File: src/rtl/rsq_pkg.sv
`timescale 1ns/1ps
package rsq_pkg;
    // Internal word: 2 integer bits, 30 fraction bits
    localparam int QW = 32;
    localparam int QF = 30;
    typedef logic [QW-1:0] q_t;

    // Linear seed x0 = C0 - C1*a for 1/sqrt(a), a in [0.5, 1)
    localparam q_t SEED_C0  = 32'd1934560644;  // ~1.80170
    localparam q_t SEED_C1  = 32'd889516825;   // ~0.82843
    localparam q_t THREE_Q  = 32'hC000_0000;   // 3.0
    localparam q_t ROOT2_Q  = 32'd1518500250;  // sqrt(2)
    localparam q_t RROOT2_Q = 32'd759250125;   // 1/sqrt(2)

    typedef enum logic [3:0] {
        S_IDLE,
        S_NORM,
        S_SEED,
        S_SQUARE,
        S_WEIGH,
        S_UPDATE,
        S_ROOT,
        S_ODDFIX,
        S_SCALE,
        S_DONE
    } state_t;
endpackage

File: src/rtl/rsq_norm.sv
`timescale 1ns/1ps
module rsq_norm
    import rsq_pkg::*;
#(
    parameter int DW = 32
) (
    input  logic [DW-1:0]         val,
    output logic [$clog2(DW)-1:0] msb_pos,
    output q_t                    frac,
    output logic                  is_zero
);
    localparam int POS_W  = $clog2(DW);
    localparam int WIDE_W = DW + QF;

    logic [WIDE_W-1:0] wide;
    logic              unused_top;

    // Leading-one search: the highest set bit wins
    always_comb begin
        msb_pos = '0;
        for (int i = 0; i < DW; i++) begin
            if (val[i]) msb_pos = POS_W'(i);
        end
    end

    // val * 2^(QF-1-pos): the value lands in [0.5, 1) of the internal word
    assign wide       = {val, {QF{1'b0}}} >> (msb_pos + 1);
    assign frac       = {2'b00, wide[QF-1:0]};
    assign is_zero    = ~|val;
    assign unused_top = ^wide[WIDE_W-1:QF];
endmodule

File: src/rtl/rsq_qmul.sv
`timescale 1ns/1ps
module rsq_qmul
    import rsq_pkg::*;
(
    input  q_t   lhs,
    input  q_t   rhs,
    input  logic halve,
    output q_t   prod
);
    logic [2*QW-1:0] full;
    logic [2*QW-1:0] shifted;
    logic            unused_hi;

    assign full      = {{QW{1'b0}}, lhs} * {{QW{1'b0}}, rhs};
    // Product of two internal words, truncated; halve folds in the 0.5 of a Newton step
    assign shifted   = halve ? (full >> (QF + 1)) : (full >> QF);
    assign prod      = shifted[QW-1:0];
    assign unused_hi = ^shifted[2*QW-1:QW];
endmodule

File: src/rtl/rsq_scale.sv
`timescale 1ns/1ps
module rsq_scale
    import rsq_pkg::*;
#(
    parameter int DW     = 32,
    parameter int FRAC_W = 16,
    parameter int EXP_W  = 7
) (
    input  q_t                       r,
    input  logic signed [EXP_W-1:0]  half_exp,
    output logic [DW-1:0]            y
);
    logic [2*QW-1:0] wide;
    logic            unused_hi;
    int              amt;

    // y = r * 2^(half_exp + FRAC_W - QF), built as (r << QW) >> amt
    always_comb begin
        amt  = QW + QF - FRAC_W - int'(half_exp);
        wide = {r, {QW{1'b0}}} >> amt;
    end

    assign y         = wide[DW-1:0];
    assign unused_hi = ^wide[2*QW-1:DW];
endmodule

File: src/rtl/sqrt_nr_unit.sv
`timescale 1ns/1ps
module sqrt_nr_unit #(
    parameter int DATA_W   = 32,
    parameter int FRAC_W   = 16,
    parameter int NR_STEPS = 3
) (
    input  logic              clk,
    input  logic              rst_n,
    input  logic              start,
    input  logic [DATA_W-1:0] operand,
    output logic              done,
    output logic [DATA_W-1:0] root
);
    import rsq_pkg::*;

    localparam int POS_W   = $clog2(DATA_W);
    localparam int EXP_W   = POS_W + 2;
    localparam int STEP_W  = $clog2(NR_STEPS + 1);
    localparam int LATENCY = 3 * NR_STEPS + 5;
    localparam int CNT_W   = $clog2(LATENCY + 2);

    state_t state_q, state_d;

    logic [DATA_W-1:0]       opnd_q;
    q_t                      an_q;
    logic signed [EXP_W-1:0] k_q;
    logic                    zero_q;
    q_t                      x_q;
    q_t                      t_q;
    q_t                      r_q;
    logic [STEP_W-1:0]       step_q;
    logic [DATA_W-1:0]       root_q;
    logic                    done_q;

    logic [POS_W-1:0]        norm_pos;
    q_t                      norm_frac;
    logic                    norm_zero;
    logic signed [EXP_W-1:0] k_next;
    logic signed [EXP_W-1:0] half_exp;
    logic [DATA_W-1:0]       scaled;

    q_t   mul_a, mul_b, mul_y;
    logic mul_half;

    rsq_norm #(.DW(DATA_W)) u_norm (
        .val     (opnd_q),
        .msb_pos (norm_pos),
        .frac    (norm_frac),
        .is_zero (norm_zero)
    );

    rsq_qmul u_mul (
        .lhs   (mul_a),
        .rhs   (mul_b),
        .halve (mul_half),
        .prod  (mul_y)
    );

    rsq_scale #(.DW(DATA_W), .FRAC_W(FRAC_W), .EXP_W(EXP_W)) u_scale (
        .r        (r_q),
        .half_exp (half_exp),
        .y        (scaled)
    );

    // Exponent k with value = a * 2^k, where a is the normalized operand
    assign k_next = $signed({2'b00, norm_pos}) + $signed(EXP_W'(1 - FRAC_W));

    // Even k: k/2. Odd positive k: (k-1)/2. Odd negative k: (k+1)/2.
    assign half_exp = (k_q >>> 1) + ((k_q[0] && k_q[EXP_W-1]) ? EXP_W'(1) : EXP_W'(0));

    // Single shared multiplier, operands picked by state
    always_comb begin
        mul_a    = '0;
        mul_b    = '0;
        mul_half = 1'b0;
        unique case (state_q)
            S_SEED:   begin mul_a = SEED_C1; mul_b = an_q; end
            S_SQUARE: begin mul_a = x_q;     mul_b = x_q;  end
            S_WEIGH:  begin mul_a = an_q;    mul_b = t_q;  end
            S_UPDATE: begin mul_a = x_q;     mul_b = THREE_Q - t_q; mul_half = 1'b1; end
            S_ROOT:   begin mul_a = an_q;    mul_b = x_q;  end
            S_ODDFIX: begin mul_a = r_q;     mul_b = k_q[EXP_W-1] ? RROOT2_Q : ROOT2_Q; end
            default:  begin end
        endcase
    end

    // Next-state logic
    always_comb begin
        state_d = state_q;
        unique case (state_q)
            S_IDLE:   if (start) state_d = S_NORM;
            S_NORM:   state_d = S_SEED;
            S_SEED:   state_d = S_SQUARE;
            S_SQUARE: state_d = S_WEIGH;
            S_WEIGH:  state_d = S_UPDATE;
            S_UPDATE: state_d = (step_q == STEP_W'(NR_STEPS - 1)) ? S_ROOT : S_SQUARE;
            S_ROOT:   state_d = S_ODDFIX;
            S_ODDFIX: state_d = S_SCALE;
            S_SCALE:  state_d = S_DONE;
            S_DONE:   state_d = S_IDLE;
            default:  state_d = S_IDLE;
        endcase
    end

    // State register
    always_ff @(posedge clk or negedge rst_n) begin
        if (!rst_n) state_q <= S_IDLE;
        else        state_q <= state_d;
    end

    // Datapath and output registers
    always_ff @(posedge clk or negedge rst_n) begin
        if (!rst_n) begin
            opnd_q <= '0;
            an_q   <= '0;
            k_q    <= '0;
            zero_q <= 1'b0;
            x_q    <= '0;
            t_q    <= '0;
            r_q    <= '0;
            step_q <= '0;
            root_q <= '0;
            done_q <= 1'b0;
        end else begin
            done_q <= 1'b0;
            unique case (state_q)
                S_IDLE:   if (start) opnd_q <= operand;
                S_NORM:   begin
                    an_q   <= norm_frac;
                    k_q    <= k_next;
                    zero_q <= norm_zero;
                end
                S_SEED:   begin
                    x_q    <= SEED_C0 - mul_y;
                    step_q <= '0;
                end
                S_SQUARE: t_q <= mul_y;
                S_WEIGH:  t_q <= mul_y;
                S_UPDATE: begin
                    x_q    <= mul_y;
                    step_q <= step_q + STEP_W'(1);
                end
                S_ROOT:   r_q <= mul_y;
                S_ODDFIX: if (k_q[0]) r_q <= mul_y;
                S_SCALE:  begin
                    root_q <= zero_q ? '0 : scaled;
                    done_q <= 1'b1;
                end
                S_DONE:   begin end
                default:  begin end
            endcase
        end
    end

    assign done = done_q;
    assign root = root_q;

    // Cycle counter since job acceptance, for the latency property
    logic [CNT_W-1:0] lat_cnt;
    always_ff @(posedge clk or negedge rst_n) begin
        if (!rst_n)                           lat_cnt <= '0;
        else if (state_q == S_IDLE && start)  lat_cnt <= '0;
        else if (state_q != S_IDLE)           lat_cnt <= lat_cnt + CNT_W'(1);
    end

    p_latency_r3: assert property (@(posedge clk) disable iff (!rst_n)
        done |-> (lat_cnt == CNT_W'(LATENCY)));

    p_zero_result_r4: assert property (@(posedge clk) disable iff (!rst_n)
        (done && zero_q) |-> (root == '0));

    p_done_pulse_r5: assert property (@(posedge clk) disable iff (!rst_n)
        done |=> !done);

    p_root_hold_r6: assert property (@(posedge clk) disable iff (!rst_n)
        (state_q != S_SCALE) |=> $stable(root));

    p_operand_latch_r7: assert property (@(posedge clk) disable iff (!rst_n)
        (state_q != S_IDLE) |=> $stable(opnd_q));

    p_norm_range_r9: assert property (@(posedge clk) disable iff (!rst_n)
        (state_q == S_SEED && !zero_q) |-> (an_q[QW-1:QF] == 2'b00 && an_q[QF-1]));

    // the refined reciprocal root of a value in [0.5,1) lies in (1, sqrt 2]
    p_recip_range_r2: assert property (@(posedge clk) disable iff (!rst_n)
        (state_q == S_ROOT && !zero_q) |-> (x_q >= 32'h3FF0_0000 && x_q <= 32'h5A90_0000));
endmodule

File: config.mk
export PLATFORM = sky130hd
export DESIGN_NAME = sqrt_nr_unit
export DESIGN_NICKNAME = d
export VERILOG_FILES = /design/src/rtl/rsq_pkg.sv /design/src/rtl/rsq_norm.sv /design/src/rtl/rsq_qmul.sv /design/src/rtl/rsq_scale.sv /design/src/rtl/sqrt_nr_unit.sv
export SDC_FILE = /design/constraint.sdc
export NUM_CORES = 2
export LEC_CHECK = 0
export BUFFER_PORTS_ARGS = -buffer_cell sky130_fd_sc_hd__buf_2
export CELL_PAD_IN_SITES_DETAIL_PLACEMENT = 0
export CELL_PAD_IN_SITES_GLOBAL_PLACEMENT = 2
export CORE_MARGIN = 2
export CORE_UTILIZATION = 43
export CTS_CLUSTER_SIZE = 20
export DETAILED_ROUTE_END_ITERATION = 10
export MAX_ROUTING_LAYER = met4
export PLACE_DENSITY = 0.9
export SLEW_MARGIN = 15
export SYNTH_ARGS = -nofsm -noshare
export SYNTH_HDL_FRONTEND = slang
export SYNTH_HIERARCHICAL = 1
export SYNTH_SLANG_ARGS = --single-unit
File: constraint.sdc
create_clock -name clk -period 14.6 [get_ports clk]
set_input_delay 4.38 -clock clk [delete_from_list [all_inputs] [get_ports clk]]
set_output_delay 4.38 -clock clk [all_outputs]
set_load 0.1 [all_outputs]
Yosys cells after proc, flatten, opt, wreduce, memory -nomap -nowiden --
Index checks and enable logic that the tools add are counted.
Storage, ports and cells: register bits after elaboration 205, input port bits 35, output and inout bits 33, logic and storage cells 90
Cells by class: add/subtract/negate cells 7, $mul 1, equality and inequality tests 11, shift operators 2, muxes and demuxes 46, reductions and logical operators 12
Operators by type and width (count):
- $pmux 32 s5 | 1
- $pmux 32 s2 | 2
- $pmux 32 s4 | 1
- $mux 32 | 3
- $mux 5 | 16
- $shr 64x32->32 | 1
- $mul 32x32->63 | 1
- $shr 62x32->30 | 1
- $mux 4 | 9
- $pmux 4 s9 | 1
- $reduce_or 32->1 | 1
- $sub 31x32->32 const A | 1
- $sub 32x32->32 const A | 1
- $mux 31 | 1
- $eq 4x3->1 const B | 4
- $mux 3 | 5
- $eq 4x2->1 const B | 2
- $reduce_or 2->1 | 4
- $sub 7x7->8 const A | 1
- $add 6x2->7 | 1
- $add 6x5->7 const B | 1
- $add 5x1->6 const B | 1
- $eq 4x1->1 const B | 1
- $eq 4x4->1 const B | 1
- 11 further kinds | 18

Depth between registers and ports, before layout --
depth after elaboration 33, mapped depth 42, depth with buffers taken out 39

Hierarchy --
Netlist, hierarchy kept.
By module, submodules not included:
- rsq_qmul | times used 1, cells each 3638, area each 32896.6 um2, seq. area each 0.0 um2
- sqrt_nr_unit | times used 1, cells each 1138, area each 10945.5 um2, seq. area each 5180.0 um2
- rsq_scale | times used 1, cells each 387, area each 2687.6 um2, seq. area each 0.0 um2
- rsq_norm | times used 1, cells each 300, area each 2125.8 um2, seq. area each 0.0 um2

Least setup slack after synthesis --
No wires, ideal clock.
kind flip-flop to flip-flop, start register t_q[12], end register x_q[30], library setup time 87 ps, data arrival time 10030 ps, required time 14513 ps, slack 4483 ps, stages on the path, launching flop included 37, buffers on the path 3, clock period less this slack 10117 ps, cell sequence dfrtp_1 or3_1 clkbuf_1 nand2b_1 clkbuf_1 o41ai_2 xor2_1 o21ai_1 clkbuf_1 nand2_1 fa_1 inv_1 fa_1 inv_1 fa_1 inv_1 fa_1 fa_1 fa_1 fa_1 fa_1 ha_1 a21o_1 o21bai_1 a221oi_1 o21ai_1 a21oi_4 a21oi_2 a221o_1 a221oi_2 xor2_1 mux2i_1 nand4_1 a21oi_2 nor3_2 or4_1 a22oi_1
On the way: longest elaborated chain between the ends 6
RTL lines:
- start, declared | line sqrt_nr_unit.sv:29 | q_t t_q;
- start signal, assigned | line sqrt_nr_unit.sv:137 | S_SQUARE: t_q <= mul_y;
- start signal, assigned | line sqrt_nr_unit.sv:138 | S_WEIGH: t_q <= mul_y;
- $sub 32x32->32 | line sqrt_nr_unit.sv:80 | S_UPDATE: begin mul_a = x_q; mul_b = THREE_Q - t_q; mul_half = 1'b1; end
- $pmux 32 s5 | line sqrt_nr_unit.sv:76 | unique case (state_q)
- via mul_b[23] | line sqrt_nr_unit.sv:42 | q_t mul_a, mul_b, mul_y;
- $mul 32x32->63 | line rsq_qmul.sv:14 | assign full = {{QW{1'b0}}, lhs} * {{QW{1'b0}}, rhs};
- $mux 32 | line rsq_qmul.sv:16 | assign shifted = halve ? (full >> (QF + 1)) : (full >> QF);
- via mul_y[16] | line sqrt_nr_unit.sv:42
- $sub 31x32->32 | line sqrt_nr_unit.sv:134 | x_q <= SEED_C0 - mul_y;
- $pmux 32 s2 | line sqrt_nr_unit.sv:126 | unique case (state_q)
- end signal, assigned | line sqrt_nr_unit.sv:134
- end signal, assigned | line sqrt_nr_unit.sv:140 | x_q <= mul_y;
- end, declared | line sqrt_nr_unit.sv:28 | q_t x_q;
The timed path passes the listed nets, and every way through them passes these cells. A chain may end at the register's enable or synchronous reset.

Final worst setup path --
start register t_q[2], end register x_q[30]
Same word-level chain as after synthesis.

==> flow_metrics.py <==
metrics = {
    "synth": {
        "netlist_instances": 5463,
        "ys_seq_area_share_pct": 10.65,
        "syn_area_mm2": 0.04866,
        "synth_top_family_by_area": "adder cells",
        "yosysWarnings": 6,
        "ys_seq_elements": 207,
        "ys_types": 112,
        "synth_compound_area_share_pct": 10.73,
        "synth_edf_count": 0,
        "yosysTopAreaCell": "fa_1",
        "synth_top_area_share_pct": 36.78,
        "yosys.area_share.simple_pct": 18.58,
        "synth_mux_area_share_pct": 5.187,
        "synth_async_sr_flop_share_pct": 100.0,
        "synth_fa_ha_area_share_pct": 43.50,
        "synthTopCellsByArea": "fa_1, dfrtp_1, and2_1",
        "synth-xor-area-share_pct": 1.309,
        "avgSynthCellArea_um2": 8.906,
        "synth_ff_type": "dfrtp_1",
    },
    "clock_network": {
        "cts_setup_buffers": 0,
        "clk_pin_slew_worst_paths_ns": 0.07,
        "cts_buffers": 23,
        "hold_buffers": 0,
        "clockBufferDepth": 3,
        "ctsResizeCount": 0,
        "htree_levels": 1,
        "clock-sinks": 207,
        "cts_tree": "done",
        "insertion_delay_ns": 0.57,
        "cts_root_buf": "clkbuf_16",
    },
    "critical_path": {
        "cp_max_fo": 12,
        "worstSetupEndpointType": "flip-flop",
        "setup.worst_path.start_class": "flip-flop",
        "required_ns": 15.08,
        "arrival_ns": 12.83,
        "worst_path_dominant_cell_family": "adder cells",
        "slowest_delay_ns": 0.82,
        "path_common_cell": "fa_1",
        "cp_slowest_cell": "nand4_1",
        "criticalPathCategory": "reg -> reg",
        "path_buf_inv": 3,
    },
    "floorplanning": {
        "fp.dieArea_mm2": 0.1159,
        "io_pins": 68,
        "placementRows": 123,
        "die_w_um": 340.4,
        "die-height_um": 340.4,
        "core-area_mm2": 0.1123,
        "initial_utilization_pct": 43.31,
    },
    "sta": {
        "finalCriticalPeriod_ns": 12.35,
        "period_share_pct": 84.57,
        "slew_headroom_pct": 24.48,
        "rsz0062_at_grt": "no",
        "hold_viol": 0,
        "final-max-slew-violation-count": 0,
        "tns_ns": 0,
        "worst_pin_slew_ns": 1.129,
        "setup_viol": 0,
        "clock.fmax_ghz": 0.08099,
        "finClkSkew_ns": 0.02941,
    },
    "placement": {
        "place_congestion": 0.9453,
        "io_buffers": 67,
        "dp.cells": 6782,
        "hpwl_um": 111100,
    },
    "route": {
        "antenna_left": 0,
        "route.detailed.drc": 0,
        "initialDrtViolationCount": 2692,
        "via_per_inst": 5.589,
        "wirelength_um": 145900,
        "first_pass_iters": 8,
        "vias": 38136,
        "wl_per_cell_um": 21.37,
    },
    "layout": {
        "drive_gt1_share_pct": 6.481,
        "finalNonFillerCells": 6824,
        "area_growth_syn_to_layout_pct": 5.261,
        "fin_nets": 6497,
    },
    "hold_path": {
        "holdCritPathClass": "reg -> reg",
    },
    "global_route": {
        "grt_pass1_vias": 40431,
        "overflow": 0,
        "track_usage_pct": 26.44,
        "grt_first_pass_wirelength_um": 234300,
        "antenna_found_initial": 3,
        "grt_max_degree": 101,
    },
    "run_status": {
        "outcome": "completed",
    },
    "flow_run": {
        "cap_viol_max_count": 0,
    },
}
-- cell usage after synthesis (all sizes together), types with 17 or more instances --
cell,n
nand2,769
a21oi,145
or3,19
xor2,29
and3,24
mux2i,90
nand2b,55
xnor2,42
nand4,18
ha,261
mux2,113
o211ai,36
nor2b,17
nor3,41
and2,602
a221oi,49
a221o,19
a211oi,25
clkbuf,282
nor2,122
o22ai,24
fa,894
a222oi,21
o21ai,171
a22oi,27
nand3,68
nor4,21
inv,913
a21o,32
buf,70
dfrtp,207
a31oi,27
-- worst register-to-register path, delay by kind of cell (launching register included) --
family                   cells  cell delay, ns
buffers and inverters        3            0.15
XOR/XNOR                     1            0.18
AO/OA/AOI/OAI               10            3.09
AND/OR/NAND/NOR              8            3.52
multiplexers                 1            0.52
adder cells (fa/ha/maj)      9            4.41
flip-flops                   1            0.45
-- registers in the layout, indices dropped and copies added (netlist names) --
signal / flops
an_q: 32
opnd_q: 32
r_q: 32
root: 32
t_q: 32
x_q: 32
k_q: 7
state_q: 4
step_q: 2
done: 1
zero_q: 1
-- area by class of cell --
class / instances / area (um2)
Antenna cell: 1 / 2.502
Clock buffer: 29 / 658.1
Clock inverter: 12 / 113.9
Fill cell: 11085 / 61130
Inverter: 915 / 3440
Multi-Input combinational cell: 3990 / 38810
Sequential cell: 207 / 5180
Tap cell: 1500 / 1877
Timing Repair Buffer: 170 / 1131
-- layer usage --
metal,GRT usage (%),part of all wire (%)
met5,-,0
met4,6.296,2.8
met3,3.128,5.4
met2,43.17,48
met1,35.23,44
-- metrics by stage --
| step | worst slack (ns) | util [%] | hold WS [ns] | area (um2) |
|---|---|---|---|---|
| 5_1_grt | 1.663 | 45.59 | 0.5093 | 51220 |
| 3_5_place_dp | 2.490 | 44.90 | 0.4656 | 50440 |
| 3_3_place_gp | 2.663 | 44.90 | 0.4569 | 50440 |
| 4_1_cts | 2.476 | 45.59 | 0.4792 | 51210 |
| 6_report | 2.252 | 45.59 | 0.4756 | 51220 |
| 2_1_floorplan | 4.483 | - | 0.4523 | 48660 |
-- cells in the final DEF (no fill, tap or decap), drive strengths merged, types with 18 or more instances in the layout --
| master | count |
|---|---|
| a211oi | 25 |
| a21o | 32 |
| a21oi | 145 |
| a221o | 19 |
| a221oi | 49 |
| a222oi | 21 |
| a22oi | 27 |
| a31oi | 27 |
| and2 | 602 |
| and3 | 24 |
| buf | 170 |
| clkbuf | 29 |
| dfrtp | 207 |
| fa | 894 |
| ha | 261 |
| inv | 913 |
| mux2 | 113 |
| mux2i | 90 |
| nand2 | 769 |
| nand2b | 55 |
| nand3 | 68 |
| nand4 | 18 |
| nor2 | 122 |
| nor3 | 41 |
| nor4 | 21 |
| o211ai | 36 |
| o21ai | 171 |
| o22ai | 24 |
| or3 | 19 |
| xnor2 | 42 |
| xor2 | 29 |
-- cell families (layout without fill, tap and decap cells) --
group	count (synthesis)	after routing
and+or+nand+nor	1799	1799
AOI/OAI and AO/OA	745	745
other	1	3
adders and majority gates	1155	1155
DFF	207	207
buffers and inverters	1267	1126
xor gates and xnor gates	71	71
muxes	218	218
-- path summary, 6_finish.rpt --
| check | start | endpoint | slack, ns | depth (start not counted) |
|---|---|---|---|---|
| min reg2reg | root[6]$_DFFE_PN0P_ | root[6]$_DFFE_PN0P_ | 0.48 | 2 |
| max in group asynchronous | rst_n | r_q[25]$_DFFE_PN0P_ | 9.37 | 2 |
| min | root[6]$_DFFE_PN0P_ | root[6]$_DFFE_PN0P_ | 0.48 | 2 |
| min in group asynchronous | rst_n | opnd_q[20]$_DFFE_PN0P_ | 3.85 | 1 |
| max | t_q[2]$_DFFE_PN0P_ | x_q[30]$_DFFE_PN0P_ | 2.25 | 32 |
| max reg2reg | t_q[2]$_DFFE_PN0P_ | x_q[30]$_DFFE_PN0P_ | 2.25 | 32 |
Power is not shown: default switching activity piles up to over one toggle a cycle in this logic, so the estimate is an artifact.
